File: src/rtl/fmi_pkg.sv
package fmi_pkg;
    typedef enum logic {
        HALF_LO = 1'b0,
        HALF_HI = 1'b1
    } half_e;
endpackage

File: src/rtl/fmi_pair_detect.sv
module fmi_pair_detect #(
    parameter int RIDX = 5
) (
    input  logic            rst,
    input  logic            v0,
    input  logic            h0,
    input  logic [RIDX-1:0] ra0,
    input  logic [RIDX-1:0] rb0,
    input  logic [RIDX-1:0] rd0,
    input  logic            v1,
    input  logic            h1,
    input  logic [RIDX-1:0] ra1,
    input  logic [RIDX-1:0] rb1,
    output logic            take0,
    output logic            take1,
    output logic            hold1
);
    import fmi_pkg::*;

    logic kinds_ok;
    logic srcs_ok;
    logic dest_ok;
    logic pair_ok;

    always_comb begin
        kinds_ok = (half_e'(h0) == HALF_LO) && (half_e'(h1) == HALF_HI);
        srcs_ok  = (ra0 == ra1) && (rb0 == rb1);
        dest_ok  = (rd0 != ra0) && (rd0 != rb0);
        pair_ok  = v0 && v1 && kinds_ok && srcs_ok && dest_ok;
        take0    = !rst && v0;
        take1    = !rst && pair_ok;
        hold1    = !rst && v1 && !pair_ok;
    end
endmodule

File: src/rtl/fmi_mult_stage.sv
module fmi_mult_stage #(
    parameter int XLEN = 32,
    parameter int RIDX = 5
) (
    input  logic            clk,
    input  logic            rst,
    input  logic            issue,
    input  logic            fuse,
    input  logic            want_hi,
    input  logic [RIDX-1:0] dst_lo,
    input  logic [RIDX-1:0] dst_hi,
    input  logic [XLEN-1:0] opa,
    input  logic [XLEN-1:0] opb,
    output logic            wa_en,
    output logic [RIDX-1:0] wa_idx,
    output logic [XLEN-1:0] wa_val,
    output logic            wb_en,
    output logic [RIDX-1:0] wb_idx,
    output logic [XLEN-1:0] wb_val
);
    localparam int PW = 2 * XLEN;

    typedef struct packed {
        logic            a_en;
        logic [RIDX-1:0] a_idx;
        logic [XLEN-1:0] a_val;
        logic            b_en;
        logic [RIDX-1:0] b_idx;
        logic [XLEN-1:0] b_val;
    } wr_st_t;

    wr_st_t          st_d, st_q;
    logic [PW-1:0]   prod;

    always_comb begin
        prod       = PW'(opa) * PW'(opb);
        st_d       = '0;
        st_d.a_en  = issue;
        st_d.a_idx = dst_lo;
        if (fuse) begin
            st_d.a_val = prod[XLEN-1:0];
            st_d.b_en  = 1'b1;
            st_d.b_idx = dst_hi;
            st_d.b_val = prod[PW-1:XLEN];
        end else begin
            st_d.a_val = want_hi ? prod[PW-1:XLEN] : prod[XLEN-1:0];
        end
    end

    always_ff @(posedge clk) begin
        if (rst) st_q <= '0;
        else     st_q <= st_d;
    end

    assign wa_en  = st_q.a_en;
    assign wa_idx = st_q.a_idx;
    assign wa_val = st_q.a_val;
    assign wb_en  = st_q.b_en;
    assign wb_idx = st_q.b_idx;
    assign wb_val = st_q.b_val;

    p_issue_writes_r8: assert property (@(posedge clk) disable iff (rst)
        issue |=> wa_en);
    p_no_issue_idle_r8: assert property (@(posedge clk) disable iff (rst)
        !issue |=> (!wa_en && !wb_en));
    p_fuse_both_ports_r3: assert property (@(posedge clk) disable iff (rst)
        fuse |=> (wa_en && wb_en));
endmodule

File: src/rtl/fused_mul_issue.sv
module fused_mul_issue #(
    parameter int XLEN = 32,
    parameter int RIDX = 5
) (
    input  logic            clk,
    input  logic            rst,
    input  logic            s0_vld,
    input  logic            s0_hi,
    input  logic [RIDX-1:0] s0_ra,
    input  logic [RIDX-1:0] s0_rb,
    input  logic [RIDX-1:0] s0_rd,
    input  logic [XLEN-1:0] s0_va,
    input  logic [XLEN-1:0] s0_vb,
    input  logic            s1_vld,
    input  logic            s1_hi,
    input  logic [RIDX-1:0] s1_ra,
    input  logic [RIDX-1:0] s1_rb,
    input  logic [RIDX-1:0] s1_rd,
    output logic            s0_take,
    output logic            s1_take,
    output logic            s1_hold,
    output logic            wa_en,
    output logic [RIDX-1:0] wa_idx,
    output logic [XLEN-1:0] wa_val,
    output logic            wb_en,
    output logic [RIDX-1:0] wb_idx,
    output logic [XLEN-1:0] wb_val
);
    fmi_pair_detect #(.RIDX(RIDX)) u_detect (
        .rst   (rst),
        .v0    (s0_vld),
        .h0    (s0_hi),
        .ra0   (s0_ra),
        .rb0   (s0_rb),
        .rd0   (s0_rd),
        .v1    (s1_vld),
        .h1    (s1_hi),
        .ra1   (s1_ra),
        .rb1   (s1_rb),
        .take0 (s0_take),
        .take1 (s1_take),
        .hold1 (s1_hold)
    );

    fmi_mult_stage #(.XLEN(XLEN), .RIDX(RIDX)) u_mult (
        .clk     (clk),
        .rst     (rst),
        .issue   (s0_take),
        .fuse    (s1_take),
        .want_hi (s0_hi),
        .dst_lo  (s0_rd),
        .dst_hi  (s1_rd),
        .opa     (s0_va),
        .opb     (s0_vb),
        .wa_en   (wa_en),
        .wa_idx  (wa_idx),
        .wa_val  (wa_val),
        .wb_en   (wb_en),
        .wb_idx  (wb_idx),
        .wb_val  (wb_val)
    );

    p_slot1_after_slot0_r9: assert property (@(posedge clk) disable iff (rst)
        s1_take |-> s0_take);
    p_take_hold_exclusive_r9: assert property (@(posedge clk) disable iff (rst)
        !(s1_take && s1_hold));
    p_pair_no_clash_r5: assert property (@(posedge clk) disable iff (rst)
        s1_take |-> (s0_rd != s0_ra && s0_rd != s0_rb));
    p_pair_order_r4: assert property (@(posedge clk) disable iff (rst)
        s1_take |-> (s0_ra == s1_ra && s0_rb == s1_rb && !s0_hi && s1_hi));
    p_full_product_r3: assert property (@(posedge clk) disable iff (rst)
        s1_take |=> ({wb_val, wa_val} == (2*XLEN)'($past(s0_va)) * (2*XLEN)'($past(s0_vb))));
    p_port_b_needs_a_r3: assert property (@(posedge clk) disable iff (rst)
        wb_en |-> wa_en);
endmodule

File: config.mk
export PLATFORM = sky130hd
export DESIGN_NAME = fused_mul_issue
export DESIGN_NICKNAME = d
export VERILOG_FILES = /design/src/rtl/fmi_pkg.sv /design/src/rtl/fmi_pair_detect.sv /design/src/rtl/fmi_mult_stage.sv /design/src/rtl/fused_mul_issue.sv
export SDC_FILE = /design/constraint.sdc
export NUM_CORES = 2
export LEC_CHECK = 0
export BUFFER_PORTS_ARGS = -buffer_cell sky130_fd_sc_hd__buf_4
export CORE_ASPECT_RATIO = 1.4
export CORE_MARGIN = 8
export CORE_UTILIZATION = 40
export CTS_CLUSTER_SIZE = 30
export DETAILED_ROUTE_END_ITERATION = 16
export PLACE_DENSITY_LB_ADDON = 0.08
export SYNTH_ARGS = -nofsm -noshare
export SYNTH_HDL_FRONTEND = slang
export SYNTH_SLANG_ARGS = --single-unit
File: constraint.sdc
create_clock -name clk -period 22.7 [get_ports clk]
set_input_delay 2.27 -clock clk [delete_from_list [all_inputs] [get_ports clk]]
set_output_delay 2.27 -clock clk [all_outputs]
set_load 0.1 [all_outputs]
Word level (Yosys, flattened, before mapping)
Cells that the tools add are included.
{ "totals": {"reg_bits": 76, "latchBits": 0, "ramBits": 0, "romBits": 0, "inputBits": 100, "out_inout_bits": 79, "elab_cells": 30, "n_memories": 0} }
{ "op_classes": {"add_sub_neg": 0, "mul": 1, "n_div": 0, "order_cmp": 0, "n_eq_ne": 4, "n_shift": 0, "mux": 3, "bitwise_logic": 2, "n_reduce_logical": 14} }
{ "ops": {"columns": ["op", "count"], "rows": [
  ["32-bit by 32-bit multiplier with 64-bit output", 1],
  ["32-bit two-way mux", 2],
  ["38-bit two-way mux", 1],
  ["1-bit logical AND", 11],
  ["5-bit == test", 2],
  ["5-bit != test", 2],
  ["1-bit logical NOT", 2],
  ["1-bit NOT", 2],
  ["2-bit OR reduction", 1]
]} }

Depth between registers and ports, before layout
{ "depth": {"depth_word": 8, "ltp_mapped": 29, "mapped_depth_nobuf": 27} }

By module
A second synthesis with hierarchy kept.
{ "hier_totals": {"cells_unflattened": 3968, "area_unflattened_um2": 35967.0} }
{ "modules_own_cells": {"columns": ["module", "n_inst", "cells_per_inst", "area_per_inst_um2", "seq_area_each_um2"], "rows": [
  ["fmi_mult_stage", 1, 3935, 35705.5, 1521.5],
  ["fmi_pair_detect", 1, 33, 261.5, 0.0]
]} }

Worst setup path after synthesis
Ideal clock, no wire load.
{ "synth_path": {"path_kind": "input-to-reg", "start": "input port s0_va[13]", "end": "register u_mult.st_q, in the netlist u_mult.wa_val[7]", "setup_ns": 0.122, "arrival_time_ns": 8.935, "required_time_ns": 22.578, "path_slack_ns": 13.643, "path_stages": 24, "n_path_buf": 2, "cell_sequence": "clkbuf_1 and2_1 fa_1 fa_1 fa_1 inv_1 fa_1 inv_1 fa_1 inv_1 fa_1 inv_1 fa_1 fa_1 ha_1 clkbuf_1 nand4_1 or4_1 o22ai_1 nor2b_1 o21ba_2 o41ai_2 nor3_1 a221o_1"} }
{ "synth_between": {"elab_chain_cells": 3} }
{ "synth_lines": {"columns": ["item", "line_no", "source"], "rows": [
  ["start: declaration", "fused_mul_issue.sv:12", "input logic [XLEN-1:0] s0_va,"],
  ["32-bit by 32-bit multiplier with 64-bit output", "fmi_mult_stage.sv:36", "prod = PW'(opa) * PW'(opb);"],
  ["32-bit two-way mux", "fmi_mult_stage.sv:46", "st_d.a_val = want_hi ? prod[PW-1:XLEN] : prod[XLEN-1:0];"],
  ["32-bit two-way mux", "fmi_mult_stage.sv:40", "if (fuse) begin"],
  ["end signal: assignment", "fmi_mult_stage.sv:52", "else st_q <= st_d;"],
  ["end: declaration", "fmi_mult_stage.sv:32", "wr_st_t st_d, st_q;"]
]} }
Every way passes these cells.
A chain may end at the register's enable or synchronous reset.

Worst setup path after layout
{ "layout_path": {"start": "input port s0_vb[10]", "end": "register u_mult.st_q, in the netlist u_mult.wa_val[7]"} }
{ "layout_between": {"elab_chain_cells": 3} }
{ "layout_lines": {"columns": ["item", "line_no", "source"], "rows": [
  ["start: declaration", "fused_mul_issue.sv:13", "input logic [XLEN-1:0] s0_vb,"],
  ["32-bit by 32-bit multiplier with 64-bit output", "fmi_mult_stage.sv:36", null],
  ["32-bit two-way mux", "fmi_mult_stage.sv:46", null],
  ["32-bit two-way mux", "fmi_mult_stage.sv:40", null]
]} }
Every way passes these cells.

==> out/qor.log <==
[worst_setup_path] Crit. End Element flop
[routing] routed wire length 113000 um
[final_layout] multi-input logic area 30400 um2
[yosys] fraction of post-synthesis cell area in the top cell type by area 49.7%
[die] Ports 179
[cts] H-tree depth 3
[yosys] most frequent cell after synthesis sky130_fd_sc_hd__fa_1
[worst_hold_path] number of instances on the worst hold path 2
[yosys] Synth Net Count 5242
[die] core area 89600 um2
[sta] shortest clock period the worst path allows after layout 9.73 ns
[yosys] biggest area contributors in the synthesized netlist sky130_fd_sc_hd__fa_1, sky130_fd_sc_hd__and2_1, sky130_fd_sc_hd__ha_1, sky130_fd_sc_hd__inv_1, sky130_fd_sc_hd__nand2_1
[worst_setup_path] data arrival time of the critical path 9.93 ns
[sta] worst rel slew slack 50.8%
[worst_hold_path] hold path startpoint s1_rd[4]
[placement] worst slack at placement 12.65 ns
[yosys] count of yosys warnings during synthesis 0
[routing] iteration count of the initial detailed-routing pass 5
[sta] count of pins over their slew limit 0
[final_layout] fraction of layout instances using a drive strength above 1 5.54%
[worst_setup_path] Crit Path Max Fanout 32
[yosys] library cell with the largest summed area after synthesis sky130_fd_sc_hd__fa_1
[cts] post-CTS setup-driven buffer insertion count 0
[cts] maximum buffer depth of the clock tree 2
[grt] total global routing track utilization 23.2%
[routing] routed length per instance 22.0 um
[yosys] commonest register cell after synthesis sky130_fd_sc_hd__dfxtp_1
[yosys] count of distinct cell types in the synthesized netlist 73
[yosys] share of synthesized flip-flops with an asynchronous set or reset 0%
[yosys] mean area per synthesized cell 9.05 um2
[job] max-cap viol count 0
[grt] wire length of the first global-routing pass 181000 um
[final_layout] area taken by flip-flops and latches 1520 um2
[worst_hold_path] type of the worst min-delay path in -> reg
[routing] first-iteration detailed-routing DRC count 1405
[worst_setup_path] data required time of the critical path 22.90 ns
[final_layout] number of nets in the finished design 5191
[grt] initial antenna violation count 1
[yosys] sequential share of the synthesized area 4.22%
[cts] TritonCTS clock tree built
[yosys] most used standard cells in the synthesized netlist sky130_fd_sc_hd__fa_1, sky130_fd_sc_hd__inv_1, sky130_fd_sc_hd__and2_1
[die] Die Y-Extent 371 um
[routing] drt drc 0
[grt] total grt overflow 0
[cts] post-cts repair resize count 0
[cts] Worst-path clk slew 0.06 ns
[final_layout] area delta synth->final 6.17%
[grt] via count of the first global-routing pass 30399
[yosys] number of enable flip-flop cells after synthesis 0
[final_layout] final-layout fill cell count 9011
[cts] CTS Root Cell sky130_fd_sc_hd__clkbuf_16
[sta] fmax 103 MHz
[cts] Num Clock Sinks 76
[worst_setup_path] kind of critical path in -> reg
[final_layout] fraction of the core area covered by cells at the end of the flow 42.7%
[routing] routed via count divided by cell count 5.11
[sta] final count of negative-setup-slack endpoints 0
[placement] number of port buffers 178
[sta] unrepaired setup endpoints after global routing false
[die] Initial Utilization 40.2%
[die] number of rows in the core area 130
[worst_setup_path] Worst Setup Start Kind input pin
[sta] Final Worst Setup Slack 12.97 ns
[routing] residual antenna-violating net count after detailed routing 0
[grt] pin count of the biggest net entering global routing 46
[yosys] post-synthesis instance area 36100 um2
[sta] Final Hold Fails 0
[worst_hold_path] terminating pin of the worst hold path u_mult.wb_idx[4]
[die] Die Footprint 100000 um2
[routing] total number of vias 26175
[placement] final RePlAce weighted congestion 0.891
[sta] Worst Tran Pin Value 0.738 ns
[sta] Post-Route Setup TNS 0 ns
[cts] count of hold-fix buffers inserted at cts 0
[sta] post-route clock period utilization 42.9%
[run_status] run status finished clean
[die] Die W 270 um
[yosys] gate count of the mapped netlist 3983
[cts] clock buffer count from CTS 9
[placement] total half-perimeter wirelength after legalization and detailed placement 91300 um
[yosys] flops & latches, synth 76
-- metal layers --
layer / GRT usage (%) / wire [um]
met1: 28.0 / 45100
met2: 44.6 / 61400
met3: 2.02 / 3770
met4: 4.90 / 2680
met5: 0 / 0
-- cell families after synthesis --
logic type | Yosys count | share of synthesized area (%)
mux | 4 | 0.115
compound gates | 244 | 4.65
buf+inv | 1110 | 11.6
simple gates | 1310 | 18.6
fa+ha+maj | 1159 | 58.9
flops | 76 | 4.22
xor+xnor | 80 | 1.94
-- critical path: stages --
cell and delay (ns):
sky130_fd_sc_hd__buf_4 0.39, sky130_fd_sc_hd__and2_1 0.22, sky130_fd_sc_hd__fa_1 0.45, sky130_fd_sc_hd__fa_1 0.56
sky130_fd_sc_hd__inv_1 0.06, sky130_fd_sc_hd__fa_1 0.50, sky130_fd_sc_hd__fa_1 0.51, sky130_fd_sc_hd__inv_1 0.05
sky130_fd_sc_hd__fa_1 0.59, sky130_fd_sc_hd__fa_1 0.46, sky130_fd_sc_hd__fa_1 0.61, sky130_fd_sc_hd__fa_1 0.49
sky130_fd_sc_hd__ha_1 0.46, sky130_fd_sc_hd__nand4_1 0.17, sky130_fd_sc_hd__or4_1 0.51, sky130_fd_sc_hd__o22ai_1 0.34
sky130_fd_sc_hd__nor2b_1 0.13, sky130_fd_sc_hd__o21ba_2 0.25, sky130_fd_sc_hd__o41ai_2 0.42, sky130_fd_sc_hd__nor3_1 0.10
sky130_fd_sc_hd__a221o_1 0.33
-- through the flow --
| step | hold slack (ns) | instances | area (um2) |
|---|---|---|---|
| 2_1_floorplan | 2.39 | 3983 | 36100 |
| 3_3_place_gp | 2.48 | 5109 | 38000 |
| 3_5_place_dp | 2.48 | 5109 | 38000 |
| 4_1_cts | 2.13 | 5125 | 38300 |
| 5_1_grt | 2.14 | 5125 | 38300 |
| 6_report | 2.14 | 5126 | 38300 |
-- sequential cells by signal, indices dropped and copies added (netlist names) --
| name | flops |
|---|---|
| u_mult.wb_val | 32 |
| u_mult.wa_idx | 5 |
| u_mult.wa_val | 32 |
| u_mult.wb_idx | 5 |
| u_mult.wb_en | 1 |
| u_mult.wa_en | 1 |
-- final cells by class --
| cell class | instances | area share (%) |
|---|---|---|
| repair buffers | 179 | 3.51 |
| inverters | 869 | 8.52 |
| diodes | 1 | 0.00654 |
| multi-input cells | 2797 | 79.3 |
| clock buffers | 9 | 0.588 |
| well taps | 1188 | 3.88 |
| flip-flops and latches | 76 | 3.97 |
| clock inverters | 7 | 0.219 |
-- cells in the final DEF, fill, tap and decap left out, types with 7 or more instances in the layout --
master / netlist / routed
sky130_fd_sc_hd__nor2_1: 82 / 82
sky130_fd_sc_hd__ha_1: 263 / 263
sky130_fd_sc_hd__xnor2_1: 42 / 42
sky130_fd_sc_hd__o211ai_1: 7 / 7
sky130_fd_sc_hd__inv_1: 869 / 869
sky130_fd_sc_hd__and2_1: 603 / 603
sky130_fd_sc_hd__nor2b_1: 21 / 21
sky130_fd_sc_hd__a21oi_1: 78 / 78
sky130_fd_sc_hd__nand3_1: 13 / 13
sky130_fd_sc_hd__and3_1: 9 / 9
sky130_fd_sc_hd__xor2_1: 38 / 38
sky130_fd_sc_hd__a31oi_1: 9 / 9
sky130_fd_sc_hd__o21ai_0: 36 / 36
sky130_fd_sc_hd__o22ai_1: 7 / 7
sky130_fd_sc_hd__o21a_1: 8 / 8
sky130_fd_sc_hd__dfxtp_1: 76 / 76
sky130_fd_sc_hd__clkbuf_16: 0 / 9
sky130_fd_sc_hd__buf_4: 1 / 179
sky130_fd_sc_hd__a211oi_1: 10 / 10
sky130_fd_sc_hd__nor3_1: 26 / 26
sky130_fd_sc_hd__nand4_1: 27 / 27
sky130_fd_sc_hd__nand2_1: 500 / 500
sky130_fd_sc_hd__a21o_1: 23 / 23
sky130_fd_sc_hd__o21bai_1: 13 / 13
sky130_fd_sc_hd__fa_1: 896 / 896
-- worst max-delay path by stage --
| stage | end | start |
|---|---|---|
| after floorplan | u_mult.wa_val[7] | s0_va[13] |
| after global placement | u_mult.wa_val[24] | s0_va[12] |
| after detailed placement | u_mult.wa_val[24] | s0_va[11] |
| after CTS | u_mult.wa_val[24] | s0_va[11] |
| after global routing | u_mult.wa_val[24] | s0_va[11] |
| final | u_mult.wa_val[7] | s0_vb[10] |
Power is left out: the tool's default activity adds up to more than one toggle a clock period on the data nets, which glitch-free logic cannot reach.
